### src/rtl/sgh_pkg.sv
package sgh_pkg;

  typedef enum logic [1:0] {
    PC_MID   = 2'd0,
    PC_SHORT = 2'd1,
    PC_LONG  = 2'd2
  } per_class_t;

  function automatic int tmr_width(input int long_cyc);
    return $clog2(long_cyc + 1) + 1;
  endfunction

endpackage

### src/rtl/sgh_period_timer.sv
module sgh_period_timer
  import sgh_pkg::*;
#(
  parameter int LONG_CYC  = 177,
  parameter int SHORT_CYC = 57,
  parameter int TMR_W     = tmr_width(LONG_CYC)
) (
  input  logic             clk,
  input  logic             rst_n,
  input  logic             supply_ok,
  input  logic             strobe,
  output per_class_t       cls,
  output logic             cls_vld,
  output logic [TMR_W-1:0] tmr_q
);

  localparam logic [TMR_W-1:0] TMR_MAX   = '1;
  localparam logic [TMR_W-1:0] LONG_LIM  = TMR_W'(LONG_CYC);
  localparam logic [TMR_W-1:0] SHORT_LIM = TMR_W'(SHORT_CYC);

  logic [TMR_W-1:0] tmr_d;
  logic             tmr_en;
  logic             arm_q, arm_d;

  always_comb begin
    tmr_en = 1'b0;
    tmr_d  = tmr_q;
    arm_d  = arm_q;
    if (!supply_ok) begin
      tmr_en = 1'b1;
      tmr_d  = '0;
      arm_d  = 1'b0;
    end else if (strobe) begin
      tmr_en = 1'b1;
      tmr_d  = TMR_W'(1);
      arm_d  = 1'b1;
    end else if (tmr_q != TMR_MAX) begin
      tmr_en = 1'b1;
      tmr_d  = tmr_q + 1'b1;
    end
  end

  always_ff @(posedge clk or negedge rst_n) begin
    if (!rst_n) begin
      tmr_q <= '0;
      arm_q <= 1'b0;
    end else if (tmr_en) begin
      tmr_q <= tmr_d;
      arm_q <= arm_d;
    end
  end

  // Classification of the interval that ends with this strobe
  always_comb begin
    cls_vld = supply_ok & strobe & arm_q;
    if (tmr_q > LONG_LIM)       cls = PC_LONG;
    else if (tmr_q < SHORT_LIM) cls = PC_SHORT;
    else                        cls = PC_MID;
  end

endmodule

### src/rtl/sgh_hyst_fsm.sv
module sgh_hyst_fsm
  import sgh_pkg::*;
#(
  parameter int DIS_COUNT = 63,
  parameter int EN_COUNT  = 32,
  parameter int DIS_W     = $clog2(DIS_COUNT + 1),
  parameter int EN_W      = $clog2(EN_COUNT + 1)
) (
  input  logic            clk,
  input  logic            rst_n,
  input  logic            supply_ok,
  input  per_class_t      cls,
  input  logic            cls_vld,
  output logic            dis_q,
  output logic [DIS_W-1:0] dis_cnt_q,
  output logic [EN_W-1:0]  en_cnt_q
);

  localparam logic [DIS_W-1:0] DIS_LAST = DIS_W'(DIS_COUNT - 1);
  localparam logic [EN_W-1:0]  EN_LAST  = EN_W'(EN_COUNT - 1);

  logic             upd;
  logic             dis_d;
  logic [DIS_W-1:0] dis_cnt_d;
  logic [EN_W-1:0]  en_cnt_d;

  always_comb begin
    upd       = ~supply_ok | cls_vld;
    dis_d     = dis_q;
    dis_cnt_d = dis_cnt_q;
    en_cnt_d  = en_cnt_q;
    if (!supply_ok) begin
      dis_d     = 1'b0;
      dis_cnt_d = '0;
      en_cnt_d  = '0;
    end else if (cls_vld) begin
      if (!dis_q) begin
        // Consecutive long run toward disabling
        if (cls == PC_LONG) begin
          if (dis_cnt_q == DIS_LAST) begin
            dis_d     = 1'b1;
            dis_cnt_d = '0;
          end else begin
            dis_cnt_d = dis_cnt_q + 1'b1;
          end
        end else begin
          dis_cnt_d = '0;
        end
        // Short periods banked ahead of a later release
        if (cls == PC_SHORT && en_cnt_q < EN_LAST) begin
          en_cnt_d = en_cnt_q + 1'b1;
        end
      end else if (cls == PC_SHORT) begin
        if (en_cnt_q == EN_LAST) begin
          dis_d    = 1'b0;
          en_cnt_d = '0;
        end else begin
          en_cnt_d = en_cnt_q + 1'b1;
        end
      end
    end
  end

  always_ff @(posedge clk or negedge rst_n) begin
    if (!rst_n) begin
      dis_q     <= 1'b0;
      dis_cnt_q <= '0;
      en_cnt_q  <= '0;
    end else if (upd) begin
      dis_q     <= dis_d;
      dis_cnt_q <= dis_cnt_d;
      en_cnt_q  <= en_cnt_d;
    end
  end

endmodule

### src/rtl/sgh_enable_ctrl.sv
module sgh_enable_ctrl
  import sgh_pkg::*;
#(
  parameter int LONG_CYC  = 177,
  parameter int SHORT_CYC = 57,
  parameter int DIS_COUNT = 63,
  parameter int EN_COUNT  = 32
) (
  input  logic clk,
  input  logic rst_n,
  input  logic supply_ok,
  input  logic pcd_strobe,
  input  logic wake_evt,
  output logic sec_disable
);

  localparam int TMR_W = tmr_width(LONG_CYC);
  localparam int DIS_W = $clog2(DIS_COUNT + 1);
  localparam int EN_W  = $clog2(EN_COUNT + 1);

  per_class_t       cls;
  logic             cls_vld;
  logic [TMR_W-1:0] tmr_q;
  logic [DIS_W-1:0] dis_cnt;
  logic [EN_W-1:0]  en_cnt;

  sgh_period_timer #(
    .LONG_CYC (LONG_CYC),
    .SHORT_CYC(SHORT_CYC),
    .TMR_W    (TMR_W)
  ) u_tmr (
    .clk      (clk),
    .rst_n    (rst_n),
    .supply_ok(supply_ok),
    .strobe   (pcd_strobe),
    .cls      (cls),
    .cls_vld  (cls_vld),
    .tmr_q    (tmr_q)
  );

  sgh_hyst_fsm #(
    .DIS_COUNT(DIS_COUNT),
    .EN_COUNT (EN_COUNT),
    .DIS_W    (DIS_W),
    .EN_W     (EN_W)
  ) u_fsm (
    .clk      (clk),
    .rst_n    (rst_n),
    .supply_ok(supply_ok),
    .cls      (cls),
    .cls_vld  (cls_vld),
    .dis_q    (sec_disable),
    .dis_cnt_q(dis_cnt),
    .en_cnt_q (en_cnt)
  );

endmodule

### config.mk
export PLATFORM = sky130hd
export DESIGN_NAME = sgh_enable_ctrl
export DESIGN_NICKNAME = d
export VERILOG_FILES = /design/src/rtl/sgh_pkg.sv /design/src/rtl/sgh_period_timer.sv /design/src/rtl/sgh_hyst_fsm.sv /design/src/rtl/sgh_enable_ctrl.sv
export SDC_FILE = /design/constraint.sdc
export NUM_CORES = 1
export LEC_CHECK = 0
export BUFFER_PORTS_ARGS = -buffer_cell sky130_fd_sc_hd__buf_2
export CORE_ASPECT_RATIO = 0.8
export CORE_MARGIN = 2
export CORE_UTILIZATION = 57
export CTS_CLUSTER_DIAMETER = 50
export DETAILED_ROUTE_END_ITERATION = 8
export HOLD_SLACK_MARGIN = 0.06
export PLACE_DENSITY = 0.75
export SYNTH_ARGS = -nofsm -noshare
export SYNTH_HDL_FRONTEND = slang
export SYNTH_HIERARCHICAL = 1
export SYNTH_SLANG_ARGS = --single-unit
### constraint.sdc
create_clock -name clk -period 2.3 [get_ports clk]
set_input_delay 0.23 -clock clk [delete_from_list [all_inputs] [get_ports clk]]
set_output_delay 0.23 -clock clk [all_outputs]
set_load 0.02 [all_outputs]
==> impl_metrics.tcl, run 1 <==
set metrics [dict create \
    critPathArrivalTime_ns 2.37 \
    cts.path.max_buffers 2 \
    required_ns 2.56 \
    fill_cells 214 \
    yosysSeqAreaShare 0.403 \
    dp_hpwl_mm 1.76 \
    drt.antenna.violating_nets 0 \
    ys_warn_count 6 \
    finalCriticalPeriod_ns 2.12 \
    max_cap_violations 0 \
    synth_edf_count 0 \
    num_vias 1064 \
    fin_worst_skew_ns 0.0100 \
    synth-seq-cells 23 \
    h-tree-depth 1 \
    drt_iter0_drc 37 \
    min_from "pcd_strobe" \
    post-route-util 0.614 \
    gp_congestion 0.815 \
    criticalPathCategory "reg -> reg" \
    finalSetupViolCount 0 \
    grt_start_max_net_pins 24 \
    clockRootBuffer "clkbuf_4" \
    cts_buffers 3 \
    grt_pass1_wl_mm 4.25 \
    holdPathEnd "u_tmr/arm_q$_DFFE_PN0P_" \
    initial_core_util 0.594 \
    peakVddDrop_uv 296 \
    fin_total_pwr_uw 648 \
    coreArea_um2 2400 \
    wl_per_cell_um 14.2 \
    grt_overflow 0 \
    die_x_um 60.0 \
    p_leak_nw 0.620 \
    synth-main-ff-cell "dfrtp_1" \
    first_pass_iters 4 \
    yosys-top-cells-area "dfrtp_1, ha_1, nand2_1" \
    grt_use_total 0.189 \
    r2r_end "u_fsm/en_cnt_q[0]$_DFFE_PN0P_" \
    dieArea_um2 2920 \
    yosysTopAreaCellShare 0.403 \
    drv_slew 0 \
    avgSynthCellArea_um2 10.1 \
    slew_headroom 0.657 \
    diodes 0 \
    hold_viol_final 0 \
    critPathLaunchType "flip-flop" \
    drcViolationCount 0 \
    die_y_um 48.8 \
    area_growth_pct 3.24 \
    power.density_nw_per_um2 440 \
    synth_cell_type_count 52 \
    netlist_area_um2 1430 \
    status "complete, no violations" \
    async_flop_share 1.00 \
    end_kind "flip-flop" \
    holdPathStages 2 \
    wirelength_mm 2.45 \
    critical_path.max_fanout 7 \
    grt_pass1_vias 957 \
    regToRegStartpoint "u_tmr/tmr_q[1]$_DFFE_PN0P_" \
    netlist_instances 142 \
    nets 157 \
    pin_count 6 \
    syn-num-nets 153 \
    layout-drive-gt1-share 0.179 \
    worst-slew-pin-transition_ns 0.515 \
    clkTransAtPathRegs_ns 0.13 \
    synth_largest_area_cell "dfrtp_1" \
    row_count 16 \
    io_buffer_count 4 \
    yosys-top-cells-count "dfrtp_1, nand2_1, nor2_1" \
    r2r_setup_slack_ns 0.18 \
    synth_most_common_cell "dfrtp_1" \
    tritoncts "built" \
    rsz0062_at_grt "no" \
    fmax_mhz 473 \
    clkLatencyLatePin_ns 0.32 \
    worstHoldPathType "in -> reg" \
    clkSinkCount 23 \
    post-route-period-util 0.920 \
    antenna_found_initial 0 \
    setup_tns_ns 0 \
    rr_worst_depth 8 \
    viasPerCell 6.19 \
]
-- logic make-up after synthesis --
| family | count (synthesis) | share of synthesized area |
|---|---|---|
| fa+ha+maj | 6 | 0.0526 |
| compound gates | 33 | 0.185 |
| flops | 23 | 0.403 |
| xor+xnor | 6 | 0.0368 |
| simple gates | 62 | 0.259 |
| mux | 2 | 0.0149 |
| buf+inv | 10 | 0.0482 |
-- worst max-delay path, stage by stage (launching register included) --
cell	delay, ns
dfrtp_1	0.48
inv_1	0.09
ha_1	0.13
o21ai_0	0.09
a221o_1	0.34
and3b_2	0.32
o21ai_2	0.11
or3b_1	0.37
a21boi_1	0.13
-- metrics by stage --
stage	hold WS (ns)	setup WS, ns	std cells	cell area [um2]
final	0.160	0.185	172	1470
after global routing	0.166	0.0445	172	1470
after CTS	0.146	0.0848	172	1470
after detailed placement	0.232	0.110	167	1430
after global placement	0.231	0.196	167	1430
after floorplan	-0.0656	0.347	142	1430
-- layer usage --
layer,vias to the layer above,global-route usage,routed length (um)
met1,504,0.281,1250
met5,-,0,0
met4,0,0.0519,28
li1,532,-,-
met2,24,0.272,1070
met3,4,0.0481,99
-- report_power, final --
group	internal (mW)	total, mW	switching (mW)
clock network	0.0652	0.188	0.123
registers	0.409	0.416	0.00682
logic	0.0165	0.0445	0.0280
total	0.491	0.648	0.158
-- area by class of cell --
class                   count  area, um2  share of cell area
clock buffers               3       22.5              0.0153
clock inverters             1       5.00             0.00340
inverters                   4       15.0              0.0102
multi-input cells         109        791               0.537
flip-flops and latches     23        577               0.391
well taps                  27       33.8              0.0229
repair buffers              5       30.0              0.0204
-- placed cells by master (no fill, tap or decap), drive strengths merged, types with 3 or more instances in the layout --
cell / netlist / routed
nor2: 11 / 11
buf: 6 / 4
and3: 3 / 3
nand4b: 4 / 4
nand2: 13 / 13
nand3: 7 / 7
clkbuf: 0 / 3
a21oi: 6 / 6
inv: 4 / 4
o21ai: 8 / 8
ha: 6 / 6
or3: 3 / 3
xnor2: 4 / 4
dfrtp: 23 / 23
nand3b: 4 / 4
-- sequential cells by signal, indices dropped and copies added (netlist names) --
name             count
u_tmr/tmr_q          9
u_fsm/dis_cnt_q      6
u_tmr/arm_q          1
u_fsm/en_cnt_q       6
u_fsm/dis_q          1
-- how the worst max path moves through the flow --
stage | startpoint | endpoint | slack, ns | cells after the start
finish | u_tmr/tmr_q[1]$_DFFE_PN0P_ | u_fsm/en_cnt_q[0]$_DFFE_PN0P_ | 0.18 | 8
global route | u_tmr/tmr_q[1]$_DFFE_PN0P_ | u_fsm/en_cnt_q[0]$_DFFE_PN0P_ | 0.04 | 8
CTS | u_tmr/tmr_q[1]$_DFFE_PN0P_ | u_fsm/en_cnt_q[0]$_DFFE_PN0P_ | 0.08 | 7
detailed placement | u_tmr/tmr_q[0]$_DFFE_PN0P_ | u_fsm/en_cnt_q[0]$_DFFE_PN0P_ | 0.11 | 7
global placement | u_tmr/tmr_q[0]$_DFFE_PN0P_ | u_fsm/en_cnt_q[0]$_DFFE_PN0P_ | 0.20 | 7
floorplan | u_tmr/tmr_q[1]$_DFFE_PN0P_ | u_fsm/en_cnt_q[0]$_DFFE_PN0P_ | 0.35 | 9
-- repair_timing --
item | in CTS | in global routing
hold buffers | 1 | 0
endpoints found under the hold margin | 23 | 0
setup endpoints to repair | 0 | 1
gates resized for setup | 0 | 3
setup buffers | 0 | 0
Power figures use the tool's default switching activity.
==> run 2, diff against run 1 <==
--- a/config.mk
+++ b/config.mk
@@ -5,6 +5,7 @@
 export SDC_FILE = /design/constraint.sdc
 export NUM_CORES = 1
 export LEC_CHECK = 0
+export ABC_AREA = 1
 export BUFFER_PORTS_ARGS = -buffer_cell sky130_fd_sc_hd__buf_2
 export CORE_ASPECT_RATIO = 0.8
 export CORE_MARGIN = 2
@@ -12,7 +13,7 @@
 export CTS_CLUSTER_DIAMETER = 50
 export DETAILED_ROUTE_END_ITERATION = 8
 export HOLD_SLACK_MARGIN = 0.06
-export PLACE_DENSITY = 0.75
+export PLACE_DENSITY = 0.74
 export SYNTH_ARGS = -nofsm -noshare
 export SYNTH_HDL_FRONTEND = slang
 export SYNTH_HIERARCHICAL = 1
==> run 2 against run 1 <==
  * Critical endpoint is now u_tmr/tmr_q[7]$_DFFE_PN0P_
  * Critical path type unchanged
  * Synthesized area increased by 2.8%
  * Sequential share of layout area decreased by 2.5 points
  * Utilization increased by 3.0 points
  * Flip-flop and latch count unchanged
  * Global-route usage increased by 3.1 points
  * Via count increased by 16%
  * Non-clock buffer count increased by 1
  * Largest cell class unchanged
==> impl_metrics.tcl, run 2 <==
set metrics [dict create \
    setup_ws_ns 0.401 \
    num_vias 1239 \
    finalCriticalPeriod_ns 1.90 \
    synth_most_common_cell "nand2_1" \
    power.density_nw_per_um2 431 \
    met3_usage 0.0557 \
    pre_cts_ws_ns 0.459 \
    area_growth_pct 7.16 \
    drv_slew 0 \
    drt.antenna.violating_nets 0 \
    largestRegisters "u_tmr/tmr_q (9), u_fsm/dis_cnt_q (6), u_fsm/en_cnt_q (6)" \
    setup_tns_ns 0 \
    fin_worst_skew_ns 0.0143 \
    status "complete, no violations" \
    drt_iter0_drc 58 \
    wirelength_mm 2.86 \
    ys_warn_count 6 \
    power_frac_comb 0.087 \
    synth-main-ff-cell "dfrtp_1" \
    synth_edf_count 0 \
    criticalPathCategory "reg -> reg" \
    worst-slew-pin-transition_ns 0.518 \
    required_ns 2.53 \
    coreArea_um2 2440 \
    synth-seq-cells 23 \
    clkTransAtPathRegs_ns 0.14 \
    cts.path.max_buffers 2 \
    first_pass_iters 4 \
    sw_frac_of_total 0.272 \
    clkSinkCount 23 \
    grt-busiest-layer "met2" \
    viasPerCell 5.27 \
    peakVddDrop_uv 300 \
    grt_start_max_net_pins 24 \
    row_count 16 \
    p_leak_nw 0.780 \
    clkPwrFrac 0.298 \
    cts_resized 0 \
    synth_largest_area_cell "dfrtp_1" \
    yosys-top-cells-area "dfrtp_1, nand2_1, nand3_1" \
    cp_cell_sequence "ha_1 > nand3_1 > nor2_1 > and3_1 > ha_1 > nand3_4 > nand2_2 > inv_2 > a21oi_2 > nor2_2" \
    gp_congestion 0.895 \
    tritoncts "built" \
    max_flop_register "u_tmr/tmr_q" \
    initial_core_util 0.601 \
    cts_buffers 3 \
    grt_pass1_vias 1160 \
    dieArea_um2 3000 \
    layout_commonest_cell "nand2_1" \
    p_seq_frac 0.614 \
    die_x_um 60.7 \
    wl_per_cell_um 12.1 \
    critPathArrivalTime_ns 2.13 \
    critPathLaunchType "flip-flop" \
    end_kind "flip-flop" \
    nets 211 \
    finalSetupViolCount 0 \
    diodes 0 \
    netlist_area_um2 1470 \
    intPower_uw 494 \
    post-route-period-util 0.826 \
    crit_top_cell "ha_1" \
    timing.hold.ws_ns 0.206 \
    worstHoldPathType "in -> reg" \
    die_y_um 49.4 \
    hold_viol_final 0 \
    syn-num-nets 201 \
    clockRootBuffer "clkbuf_4" \
    netlist_instances 190 \
    avgSynthCellArea_um2 7.72 \
    grt_use_met2 0.335 \
    antenna_found_initial 0 \
    power.switching_uw 184 \
    grt_overflow 0 \
    met1_usage 0.314 \
    yosysTopAreaCellShare 0.392 \
    grt_pass1_wl_mm 5.00 \
    critical_path.max_fanout 8 \
    yosys-top-cells-count "nand2_1, nand3_1, dfrtp_1, inv_1" \
    clkLatencyLatePin_ns 0.33 \
    yosysSeqAreaShare 0.392 \
    h-tree-depth 1 \
    drcViolationCount 0 \
    pin_count 6 \
    cp_slowest_stage_delay_ns 0.45 \
    rsz0062_at_grt "no" \
    async_flop_share 1.00 \
    slew_headroom 0.655 \
    layout-drive-gt1-share 0.166 \
    dp_hpwl_mm 2.10 \
    grt_use_total 0.220 \
    io_buffer_count 4 \
    synth_cell_type_count 27 \
    fmax_mhz 527 \
    largest_reg_flops 9 \
    final_cell_mix "nand2_1, nand3_1, inv_1, dfrtp_1" \
    max_cap_violations 0 \
    slowest_stage "dfrtp_1" \
]
run 2: cell families (layout without fill, tap and decap cells):
family                   Yosys count  after routing  synth area share
flip-flops                        23             23             0.392
XOR/XNOR                           4              4            0.0239
buffers and inverters             30             39            0.0776
AND/OR/NAND/NOR                   98             98             0.332
adder cells (fa/ha/maj)            6              6            0.0511
AO/OA/AOI/OAI                     29             29             0.124
run 2: metrics by stage:
step                      cells  utilization  area [um2]  power [mW]
final                       235        0.644        1570       0.678
after global routing        235        0.644        1570       0.716
after CTS                   235        0.644        1570       0.687
after detailed placement    230        0.629        1540       0.482
after global placement      230        0.629        1540       0.480
after floorplan             190            -        1470       0.459
run 2: power by group through the flow:
stage / clock network [mW] / registers [mW] / logic [mW]
2_1_floorplan: 0 / 0.423 / 0.0366
3_3_place_gp: 0 / 0.423 / 0.0562
3_5_place_dp: 0 / 0.424 / 0.0579
4_1_cts: 0.211 / 0.416 / 0.0596
5_1_grt: 0.231 / 0.417 / 0.0674
6_report: 0.202 / 0.416 / 0.0592
run 2: repair_timing:
item                      in CTS  in global routing
buffers inserted               0                  0
hold endpoints to repair      23                  0
hold buffers                   1                  0
run 2: layout make-up:
cell class                      instances  area (um2)
Tap cell                               36        45.0
Multi-Input combinational cell        137         778
Clock inverter                          1        5.00
Inverter                               29         109
Fill cell                             218         870
Sequential cell                        23         576
Timing Repair Buffer                    6        37.5
Clock buffer                            3        22.5
run 2: worst max-delay path: cells and delay by family (launching register included):
family	cells	cell delay, ns
and+or+nand+nor	6	0.71
buffers and inverters	1	0.04
AOI/OAI and AO/OA	1	0.12
adders and majority gates	2	0.46
DFF	1	0.45
run 2: layer usage:
layer	vias up	wire length [um]
met1	580	1470
met5	-	0
li1	640	-
met2	16	1270
met3	3	102
met4	0	17
run 2: path summary, 6_finish.rpt:
check | start | to | slack [ns] | cells past startpoint
max | u_tmr/tmr_q[0]$_DFFE_PN0P_ | u_tmr/tmr_q[7]$_DFFE_PN0P_ | 0.40 | 10
min | pcd_strobe | u_tmr/arm_q$_DFFE_PN0P_ | 0.21 | 3
max reg2reg | u_tmr/tmr_q[0]$_DFFE_PN0P_ | u_tmr/tmr_q[7]$_DFFE_PN0P_ | 0.40 | 10
min reg2reg | u_tmr/arm_q$_DFFE_PN0P_ | u_tmr/arm_q$_DFFE_PN0P_ | 0.55 | 2
max in group asynchronous | rst_n | u_fsm/dis_cnt_q[3]$_DFFE_PN0P_ | 1.55 | 2
min in group asynchronous | rst_n | u_tmr/tmr_q[2]$_DFFE_PN0P_ | 0.38 | 2
